[src/rtl/par_io_pkg.sv]
package par_io_pkg;
  localparam int CFG_W = 6;
  // control bit positions whose meaning the logic depends on
  localparam int CB_C1_IE   = 0;
  localparam int CB_C1_RISE = 1;
  localparam int CB_DSEL    = 2;
  localparam int CB_C2_AUX  = 3;
  localparam int CB_C2_RISE = 4;
  localparam int CB_C2_OUT  = 5;

  typedef enum logic [1:0] {
    RS_DATA_A = 2'd0,
    RS_CFG_A  = 2'd1,
    RS_DATA_B = 2'd2,
    RS_CFG_B  = 2'd3
  } rsel_e;

  function automatic logic is_strobe(input logic [CFG_W-1:0] c);
    return c[CB_C2_OUT] & ~c[CB_C2_RISE];
  endfunction

  function automatic logic is_manual(input logic [CFG_W-1:0] c);
    return c[CB_C2_OUT] & c[CB_C2_RISE];
  endfunction
endpackage

[src/rtl/sync_2ff.sv]
module sync_2ff #(
  parameter int W = 1
) (
  input  logic         clk,
  input  logic         rst_n,
  input  logic [W-1:0] d,
  output logic [W-1:0] q
);
  logic [W-1:0] s1_q;

  always_ff @(posedge clk or negedge rst_n) begin
    if (!rst_n) begin
      s1_q <= '0;
      q    <= '0;
    end else begin
      s1_q <= d;
      q    <= s1_q;
    end
  end
endmodule

[src/rtl/pio_c2_ctl.sv]
module pio_c2_ctl
  import par_io_pkg::*;
(
  input  logic             clk,
  input  logic             rst_n,
  input  logic             e_en,
  input  logic [CFG_W-1:0] cfg,
  input  logic             cfg_wr,
  input  logic [CFG_W-1:0] cfg_new,
  input  logic             trig,
  input  logic             c1_evt,
  output logic             c2_q
);
  logic c2_d;
  logic release_now;

  assign release_now = cfg[CB_C2_AUX] ? e_en : c1_evt;

  always_comb begin
    c2_d = c2_q;
    if (cfg_wr && is_manual(cfg_new)) begin
      c2_d = cfg_new[CB_C2_AUX];
    end else if (is_strobe(cfg)) begin
      if (trig)             c2_d = 1'b0;
      else if (release_now) c2_d = 1'b1;
    end
  end

  always_ff @(posedge clk or negedge rst_n) begin
    if (!rst_n) c2_q <= 1'b1;
    else        c2_q <= c2_d;
  end
endmodule

[src/rtl/pio_port.sv]
module pio_port
  import par_io_pkg::*;
#(
  parameter int DW           = 8,
  parameter bit STROBE_ON_WR = 1'b0
) (
  input  logic             clk,
  input  logic             rst_n,
  input  logic             e_en,
  input  logic             acc_data,
  input  logic             acc_cfg,
  input  logic             rd,
  input  logic             wr,
  input  logic [DW-1:0]    wdata,
  input  logic [DW-1:0]    pin_s,
  input  logic             c1_s,
  input  logic             c2_s,
  output logic [DW-1:0]    out_q,
  output logic [DW-1:0]    dir_q,
  output logic [DW-1:0]    data_view,
  output logic [7:0]       cfg_view,
  output logic             c2_out,
  output logic             c2_oe,
  output logic             irq,
  output logic [CFG_W-1:0] cfg_q,
  output logic [1:0]       flags_q,
  output logic [1:0]       evt
);
  logic [DW-1:0]    out_d, dir_d;
  logic [CFG_W-1:0] cfg_d;
  logic [1:0]       flags_d;
  logic             c1_prev_q, c2_prev_q;
  logic             rd_out, wr_out, wr_dir, wr_cfg, trig;
  logic             c1_evt, c2_evt;

  assign rd_out = acc_data & rd & cfg_q[CB_DSEL];
  assign wr_out = acc_data & wr & cfg_q[CB_DSEL];
  assign wr_dir = acc_data & wr & ~cfg_q[CB_DSEL];
  assign wr_cfg = acc_cfg & wr;

  generate
    if (STROBE_ON_WR) begin : g_trig_wr
      assign trig = wr_out;
    end else begin : g_trig_rd
      assign trig = rd_out;
    end
  endgenerate

  assign c1_evt = (c1_s ^ c1_prev_q) & (c1_s == cfg_q[CB_C1_RISE]);
  assign c2_evt = (c2_s ^ c2_prev_q) & (c2_s == cfg_q[CB_C2_RISE]) & ~cfg_q[CB_C2_OUT];
  assign evt    = {c1_evt, c2_evt};

  always_comb begin
    out_d = out_q;
    dir_d = dir_q;
    cfg_d = cfg_q;
    if (wr_out) out_d = wdata;
    if (wr_dir) dir_d = wdata;
    if (wr_cfg) cfg_d = wdata[CFG_W-1:0];
    // a new edge outweighs a clearing read in the same cycle
    flags_d[1] = c1_evt | (flags_q[1] & ~rd_out);
    flags_d[0] = c2_evt | (flags_q[0] & ~rd_out);
  end

  always_ff @(posedge clk or negedge rst_n) begin
    if (!rst_n) begin
      out_q     <= '0;
      dir_q     <= '0;
      cfg_q     <= '0;
      flags_q   <= '0;
      c1_prev_q <= 1'b0;
      c2_prev_q <= 1'b0;
    end else begin
      if (wr_out) out_q <= out_d;
      if (wr_dir) dir_q <= dir_d;
      if (wr_cfg) cfg_q <= cfg_d;
      flags_q   <= flags_d;
      c1_prev_q <= c1_s;
      c2_prev_q <= c2_s;
    end
  end

  pio_c2_ctl u_c2 (
    .clk     (clk),
    .rst_n   (rst_n),
    .e_en    (e_en),
    .cfg     (cfg_q),
    .cfg_wr  (wr_cfg),
    .cfg_new (wdata[CFG_W-1:0]),
    .trig    (trig),
    .c1_evt  (c1_evt),
    .c2_q    (c2_out)
  );

  assign c2_oe     = cfg_q[CB_C2_OUT];
  assign data_view = cfg_q[CB_DSEL] ? ((out_q & dir_q) | (pin_s & ~dir_q)) : dir_q;
  assign cfg_view  = {flags_q[1], flags_q[0] & ~cfg_q[CB_C2_OUT], cfg_q};
  assign irq       = (flags_q[1] & cfg_q[CB_C1_IE]) |
                     (flags_q[0] & ~cfg_q[CB_C2_OUT] & cfg_q[CB_C2_AUX]);
endmodule

[src/rtl/par_io_adapter.sv]
module par_io_adapter
  import par_io_pkg::*;
#(
  parameter int DW = 8
) (
  input  logic          clk,
  input  logic          rst_n,
  input  logic          e_en,
  input  logic          cs,
  input  logic [1:0]    rsel,
  input  logic          rd,
  input  logic          wr,
  input  logic [DW-1:0] wdata,
  output logic [DW-1:0] rdata,
  input  logic [DW-1:0] pa_in,
  output logic [DW-1:0] pa_out,
  output logic [DW-1:0] pa_dir,
  input  logic          ha1_in,
  input  logic          ha2_in,
  output logic          ha2_out,
  output logic          ha2_oe,
  output logic          irq_a,
  input  logic [DW-1:0] pb_in,
  output logic [DW-1:0] pb_out,
  output logic [DW-1:0] pb_dir,
  input  logic          hb1_in,
  input  logic          hb2_in,
  output logic          hb2_out,
  output logic          hb2_oe,
  output logic          irq_b
);
  localparam int NP = 2;
  localparam int SW = DW + 2;

  logic [1:0] rst_pipe_q;
  logic       rst_ni;

  always_ff @(posedge clk or negedge rst_n) begin
    if (!rst_n) rst_pipe_q <= 2'b00;
    else        rst_pipe_q <= {rst_pipe_q[0], 1'b1};
  end
  assign rst_ni = rst_pipe_q[1];

  logic [NP-1:0][SW-1:0]    sy_d, sy_q;
  logic [NP-1:0][DW-1:0]    out_w, dir_w, dview_w;
  logic [NP-1:0][7:0]       cview_w;
  logic [NP-1:0][CFG_W-1:0] cfg_w;
  logic [NP-1:0][1:0]       flg_w, evt_w;
  logic [NP-1:0]            c2o_w, c2oe_w, irq_w, acc_data, acc_cfg;

  assign sy_d[0] = {ha2_in, ha1_in, pa_in};
  assign sy_d[1] = {hb2_in, hb1_in, pb_in};

  for (genvar gi = 0; gi < NP; gi++) begin : g_port
    sync_2ff #(.W(SW)) u_sync (
      .clk   (clk),
      .rst_n (rst_ni),
      .d     (sy_d[gi]),
      .q     (sy_q[gi])
    );

    assign acc_data[gi] = cs & (rsel == 2'(2 * gi));
    assign acc_cfg[gi]  = cs & (rsel == 2'(2 * gi + 1));

    pio_port #(.DW(DW), .STROBE_ON_WR(gi == 1)) u_port (
      .clk       (clk),
      .rst_n     (rst_ni),
      .e_en      (e_en),
      .acc_data  (acc_data[gi]),
      .acc_cfg   (acc_cfg[gi]),
      .rd        (rd),
      .wr        (wr),
      .wdata     (wdata),
      .pin_s     (sy_q[gi][DW-1:0]),
      .c1_s      (sy_q[gi][DW]),
      .c2_s      (sy_q[gi][DW+1]),
      .out_q     (out_w[gi]),
      .dir_q     (dir_w[gi]),
      .data_view (dview_w[gi]),
      .cfg_view  (cview_w[gi]),
      .c2_out    (c2o_w[gi]),
      .c2_oe     (c2oe_w[gi]),
      .irq       (irq_w[gi]),
      .cfg_q     (cfg_w[gi]),
      .flags_q   (flg_w[gi]),
      .evt       (evt_w[gi])
    );
  end

  always_comb begin
    rdata = '0;
    if (cs && rd) begin
      unique case (rsel_e'(rsel))
        RS_DATA_A: rdata = dview_w[0];
        RS_CFG_A:  rdata = DW'(cview_w[0]);
        RS_DATA_B: rdata = dview_w[1];
        RS_CFG_B:  rdata = DW'(cview_w[1]);
        default:   rdata = '0;
      endcase
    end
  end

  assign pa_out  = out_w[0];
  assign pa_dir  = dir_w[0];
  assign ha2_out = c2o_w[0];
  assign ha2_oe  = c2oe_w[0];
  assign irq_a   = irq_w[0];
  assign pb_out  = out_w[1];
  assign pb_dir  = dir_w[1];
  assign hb2_out = c2o_w[1];
  assign hb2_oe  = c2oe_w[1];
  assign irq_b   = irq_w[1];
endmodule

[config.mk]
export PLATFORM = sky130hd
export DESIGN_NAME = par_io_adapter
export DESIGN_NICKNAME = d
export VERILOG_FILES = /design/src/rtl/par_io_pkg.sv /design/src/rtl/sync_2ff.sv /design/src/rtl/pio_c2_ctl.sv /design/src/rtl/pio_port.sv /design/src/rtl/par_io_adapter.sv
export SDC_FILE = /design/constraint.sdc
export NUM_CORES = 1
export LEC_CHECK = 0
export BUFFER_PORTS_ARGS = -buffer_cell sky130_fd_sc_hd__buf_2
export CORE_AREA = 2 2 83 93
export DETAILED_ROUTE_END_ITERATION = 10
export DIE_AREA = 0 0 85 95
export GPL_TIMING_DRIVEN = 0
export PLACE_DENSITY_LB_ADDON = 0.25
export SLEW_MARGIN = 10
export SYNTH_ARGS = -nofsm -noshare
export SYNTH_HDL_FRONTEND = slang
export SYNTH_SLANG_ARGS = --single-unit
[constraint.sdc]
create_clock -name clk -period 3.34 [get_ports clk]
set_input_delay 0.501 -clock clk [delete_from_list [all_inputs] [get_ports clk]]
set_output_delay 0.501 -clock clk [all_outputs]
set_load 0.02 [all_outputs]
# ---- Word-level counts from Yosys, hierarchy flattened
# Index checks and enable logic that the tools add are counted.
dict set report classes {
  add_sub_neg 0
  n_mul 0
  div_mod_pow 0
  order_cmp 0
  n_eq_ne 7
  shift 0
  mux 14
  bitwise_logic 61
  n_reduce_logical 10
}
# op count
set op_table {}
lappend op_table {{bitwise AND 1 bit} 35}
lappend op_table {{bitwise AND 8 bit} 4}
lappend op_table {{one-hot mux 8 bit (4 select lines)} 1}
lappend op_table {{two-way mux 8 bit} 3}
lappend op_table {{NOT 8 bit} 2}
lappend op_table {{bitwise OR 8 bit} 2}
lappend op_table {{two-way mux 1 bit} 10}
lappend op_table {{NOT 1 bit} 8}
lappend op_table {{bitwise OR 1 bit} 6}
lappend op_table {{nonzero test 3 bit} 2}
lappend op_table {{== test 1 bit} 4}
lappend op_table {{== test 2 bit, second input constant} 2}
lappend op_table {{AND reduction 2 bit} 2}
lappend op_table {{nonzero test 2 bit} 2}
lappend op_table {{XOR 1 bit} 4}
lappend op_table {{logical AND 1 bit} 3}
lappend op_table {{== test 2 x 1 -> 1 bit, second input constant} 1}
lappend op_table {{zero test 2 bit} 1}
dict set report word_totals {
  regBits 96
  latchBits 0
  ram_bits 0
  rom_bits 0
  in_bits 36
  out_inout_bits 46
  n_memories 0
}

# ---- Logic depth before layout (Yosys ltp)
dict set report depth {
  word_depth 7
  mapped_depth 6
  depth_no_buf 4
}

# ---- By module
# From an unflattened synthesis, not the netlist that was laid out.
dict set report unflattened {
  hier_cells 297
  area_unflattened_um2 4000.1
}
# mod n_inst cells_per_inst area_each_um2 seq_area_each_um2
set modules_own_cells {}
lappend modules_own_cells {{pio_port (g_port[1].u_port)} 1 102 1249.9 650.6}
lappend modules_own_cells {{pio_port (g_port[0].u_port)} 1 101 1242.4 650.6}
lappend modules_own_cells {sync_2ff 2 20 500.5 500.5}
lappend modules_own_cells {par_io_adapter 1 36 334.1 50.0}
lappend modules_own_cells {pio_c2_ctl 2 9 86.3 26.3}

# ---- Worst setup path after synthesis
# Ideal clock, no wire load.
dict set report synth_path {
  path_type {input-to-output}
  from {input port rsel[0]}
  to {output port rdata[7]}
  arrival_time_ns 2.206
  slack_ns 0.633
  path_stages 5
  n_path_buf 2
  cell_sequence {buf_6 clkbuf_1 a311oi_1 a21oi_1 a2111oi_0}
}
dict set report synth_via {
  elab_chain_len 3
}
# item line_no
set synth_rtl {}
lappend synth_rtl {{start, declared} par_io_adapter.sv:10} ;# input logic [1:0] rsel,
lappend synth_rtl {{== test 2 bit, or another cell as far along} par_io_adapter.sv:93} ;# unique case (rsel_e'(rsel))
lappend synth_rtl {{one-hot mux 8 bit (4 select lines) *} par_io_adapter.sv:93}
lappend synth_rtl {{two-way mux 8 bit *} par_io_adapter.sv:92} ;# if (cs && rd) begin
lappend synth_rtl {{end, declared} par_io_adapter.sv:14} ;# output logic [DW-1:0] rdata,
# Mark *: on every way between the ends. The rest lies on a longest branch, timed or not.

# ---- Final worst setup path
dict set report layout_path {
  from {register g_port[1].u_port.cfg_q[2]}
  to {output port rdata[1]}
}
dict set report layout_via {
  elab_chain_len 3
}
# item line_no
set layout_rtl {}
lappend layout_rtl {{start, declared} pio_port.sv:25} ;# output logic [CFG_W-1:0] cfg_q,
lappend layout_rtl {{start signal, assigned} pio_port.sv:76} ;# if (wr_cfg) cfg_q <= cfg_d;
lappend layout_rtl {{two-way mux 8 bit} pio_port.sv:96} ;# assign data_view = cfg_q[CB_DSEL] ? ((out_q & dir_q) | (pin_s & ~dir_q)) : dir_q;
lappend layout_rtl {{one-hot mux 8 bit (4 select lines)} par_io_adapter.sv:93}
lappend layout_rtl {{two-way mux 8 bit} par_io_adapter.sv:92}
# Every way passes these cells.

==> results_dict.tcl <==
set metrics [dict create \
    hold_start "pb_in[7]" \
    syn2layout_area_growth_pct 19.78 \
    grt_overflow_total 0 \
    final_nets 424 \
    final_cell_mix "93 x dfrtp_1, 84 x buf_2, 37 x mux2_2" \
    clk_latency_ns 0.37 \
    cp.arrival_ns 2.40 \
    finClkSkew_ns 0.008959 \
    cts.path.max_buffers 2 \
    grt_pass1_wl_um 13540 \
    avgRoutedWirePerCell_um 17.36 \
    multiInputGateArea_sq_mm 0.001189 \
    startpoint "g_port[1].u_port.cfg_q[2]" \
    syn_area_per_cell_sq_um 12.63 \
    final-setup-viol-count 0 \
    rows 33 \
    syn_inst 295 \
    numCtsBuffers 9 \
    ys.flop_type "dfrtp_1" \
    crit_path_start_kind "register" \
    dr.pass1.iters 4 \
    drive_gt1_share_pct 37.66 \
    status "complete, no violations" \
    cts_resized 0 \
    hp-class "primary input to register" \
    ys_warn_count 0 \
    dp_hpwl_um 5828 \
    cts_htree_levels 3 \
    grt_pass1_vias 2680 \
    initialDrtViolationCount 196 \
    clock-sinks 96 \
    gp_congestion 0.8731 \
    grt_max_degree 64 \
    holdBufCountCts 1 \
    cp.required_ns 2.84 \
    initial_core_util_pct 51.57 \
    synth_cell_types 37 \
    synth_edf_count 0 \
    die_h_um 95 \
    drc 0 \
    postCtsSetupRepairBufs 0 \
    synth_seq_cells 96 \
    synthArstFlopShare_pct 100.0 \
    num_io_pins 82 \
    avgViaCountPerCell 5.558 \
    final_area_sq_mm 0.004463 \
    netlist_area_sq_mm 0.003726 \
    peakVddDrop_uv 376.7 \
    slew_viol_final 0 \
    tightest_slew_ns 0.6229 \
    rsz0062_at_grt "false" \
    final_common_cell "dfrtp_1" \
    max_freq_ghz 0.3447 \
    r2r_start "g_port[1].u_port.cfg_q[2]" \
    clockRootBuffer "clkbuf_8" \
    clkTransAtPathRegs_ns 0.10 \
    cts_tree "yes" \
    dpl-instance-area_sq_mm 0.004267 \
    vias 2668 \
    leakagePower_nw 2.088 \
    endpoint_kind "primary output" \
    die_w_um 85 \
    antenna_found_initial 0 \
    die-area_sq_mm 0.008075 \
    ys_seq_area_share_pct 64.54 \
    min_period_over_period_pct 86.86 \
    ant_nets 0 \
    antennaDiodeCount 0 \
    wl_um 8333 \
    fill_cells 575 \
    seq_area_sq_mm 0.002409 \
    powerDensity_mw_per_mm2 710.2 \
    whs_ns 0.2228 \
    finalHoldViolCount 0 \
    portBuffers 80 \
    grt_use_total_pct 22.09 \
    fin_crit_ns 2.901 \
    slew_headroom_pct 57.40 \
    worstSetupPathType "register to primary output" \
    crit_fanout 10 \
    max_cap_violations 0 \
    coreArea_sq_mm 0.007226 \
    syn_nets 331 \
]
-- layout make-up --
type,instances,area share [%]
inverters,19,1.598
plain buffers,11,1.374
flip-flops and latches,96,53.97
clock inverters,7,1.402
repair buffers,82,9.812
clock buffers,9,2.775
well taps,87,2.439
multi-input cells,169,26.63
-- cells in the mapped netlist (4+ instances only) --
library cell / count / share of area, %
a31oi_1: 9 / 1.5
a311oi_1: 8 / 1.9
o21ai_0: 11 / 1.5
a21oi_1: 24 / 3.2
inv_1: 19 / 1.9
a2111oi_0: 6 / 1.4
nand2_1: 20 / 2.0
mux2_2: 37 / 11
dfrtp_1: 94 / 63
nand2b_1: 5 / 0.84
nor2_1: 19 / 1.9
buf_2: 4 / 0.54
clkbuf_1: 5 / 0.50
-- metrics by stage --
step	std cells	utilization, %	TNS, ns	total power [mW]	worst slack (ns)
detailed placement	463	59.05	0	2.465	0.6514
global route	480	61.77	0	3.352	0.2201
finish	480	61.77	0	3.170	0.4388
floorplan	295	-	0	2.123	0.4714
global placement	462	58.61	-40.37	2.434	-0.4449
CTS	480	61.77	0	3.192	0.3889
-- worst paths after layout --
check | to | slack (ns) | cells past startpoint
worst max-delay path | rdata[1] | 0.44 | 6
worst min-delay path | g_port[1].u_sync.s1_q[7] | 0.22 | 1
worst max register to register | g_port[1].u_port.out_q[0] | 1.55 | 5
worst min register to register | g_port[1].u_sync.s1_q[0] | 0.28 | 0
max in group asynchronous | g_port[0].u_port.u_c2.c2_q | 2.36 | 1
min in group asynchronous | g_port[1].u_sync.s1_q[0] | 0.28 | 0
-- flip-flops by register name (all words and copies together) (netlist names) --
| register | flops |
|---|---|
| g_port.u_port.flags_q | 4 |
| g_port.u_port.c1_prev_q | 2 |
| g_port.u_port.cfg_q | 12 |
| g_port.u_port.u_c2.c2_q | 2 |
| g_port.u_port.dir_q | 16 |
| rst_pipe_q | 2 |
| g_port.u_port.out_q | 16 |
| g_port.u_sync.s1_q | 20 |
| g_port.u_port.c2_prev_q | 2 |
| g_port.u_sync.q | 20 |
-- where the power goes --
part	switching, mW	internal, mW	total (mW)	leakage [nW]
Clock	0.439	0.288	0.726	0.0980
Sequential	0.187	1.38	1.57	1.13
Combinational	0.525	0.348	0.873	0.864
Total	1.15	2.02	3.17	2.09
-- logic make-up after synthesis --
group | after synthesis | share of synthesized area, %
flops | 96 | 64.54
mux | 37 | 11.18
simple gates | 60 | 8.261
other cells | 1 | 0.1006
buf+inv | 30 | 3.560
compound gates | 71 | 12.36
-- critical path, cell delays in order, from the launching register on --
cell and delay, ns:
dfrtp_1 0.36, buf_2 0.19, buf_2 0.22, a311oi_1 0.25, a21oi_1 0.08, a2111oi_0 0.64, buf_2 0.28
-- routing by layer --
layer  part of all wire (%)  track usage (%)  vias to the layer above
met2                     48            34.70                       91
met1                     43            30.13                     1314
met5                      0                0                        -
met4                    2.7            10.32                        0
li1                       -                -                     1245
met3                    6.0            3.846                       18
No activity file was read; power rests on OpenSTA's default activity.
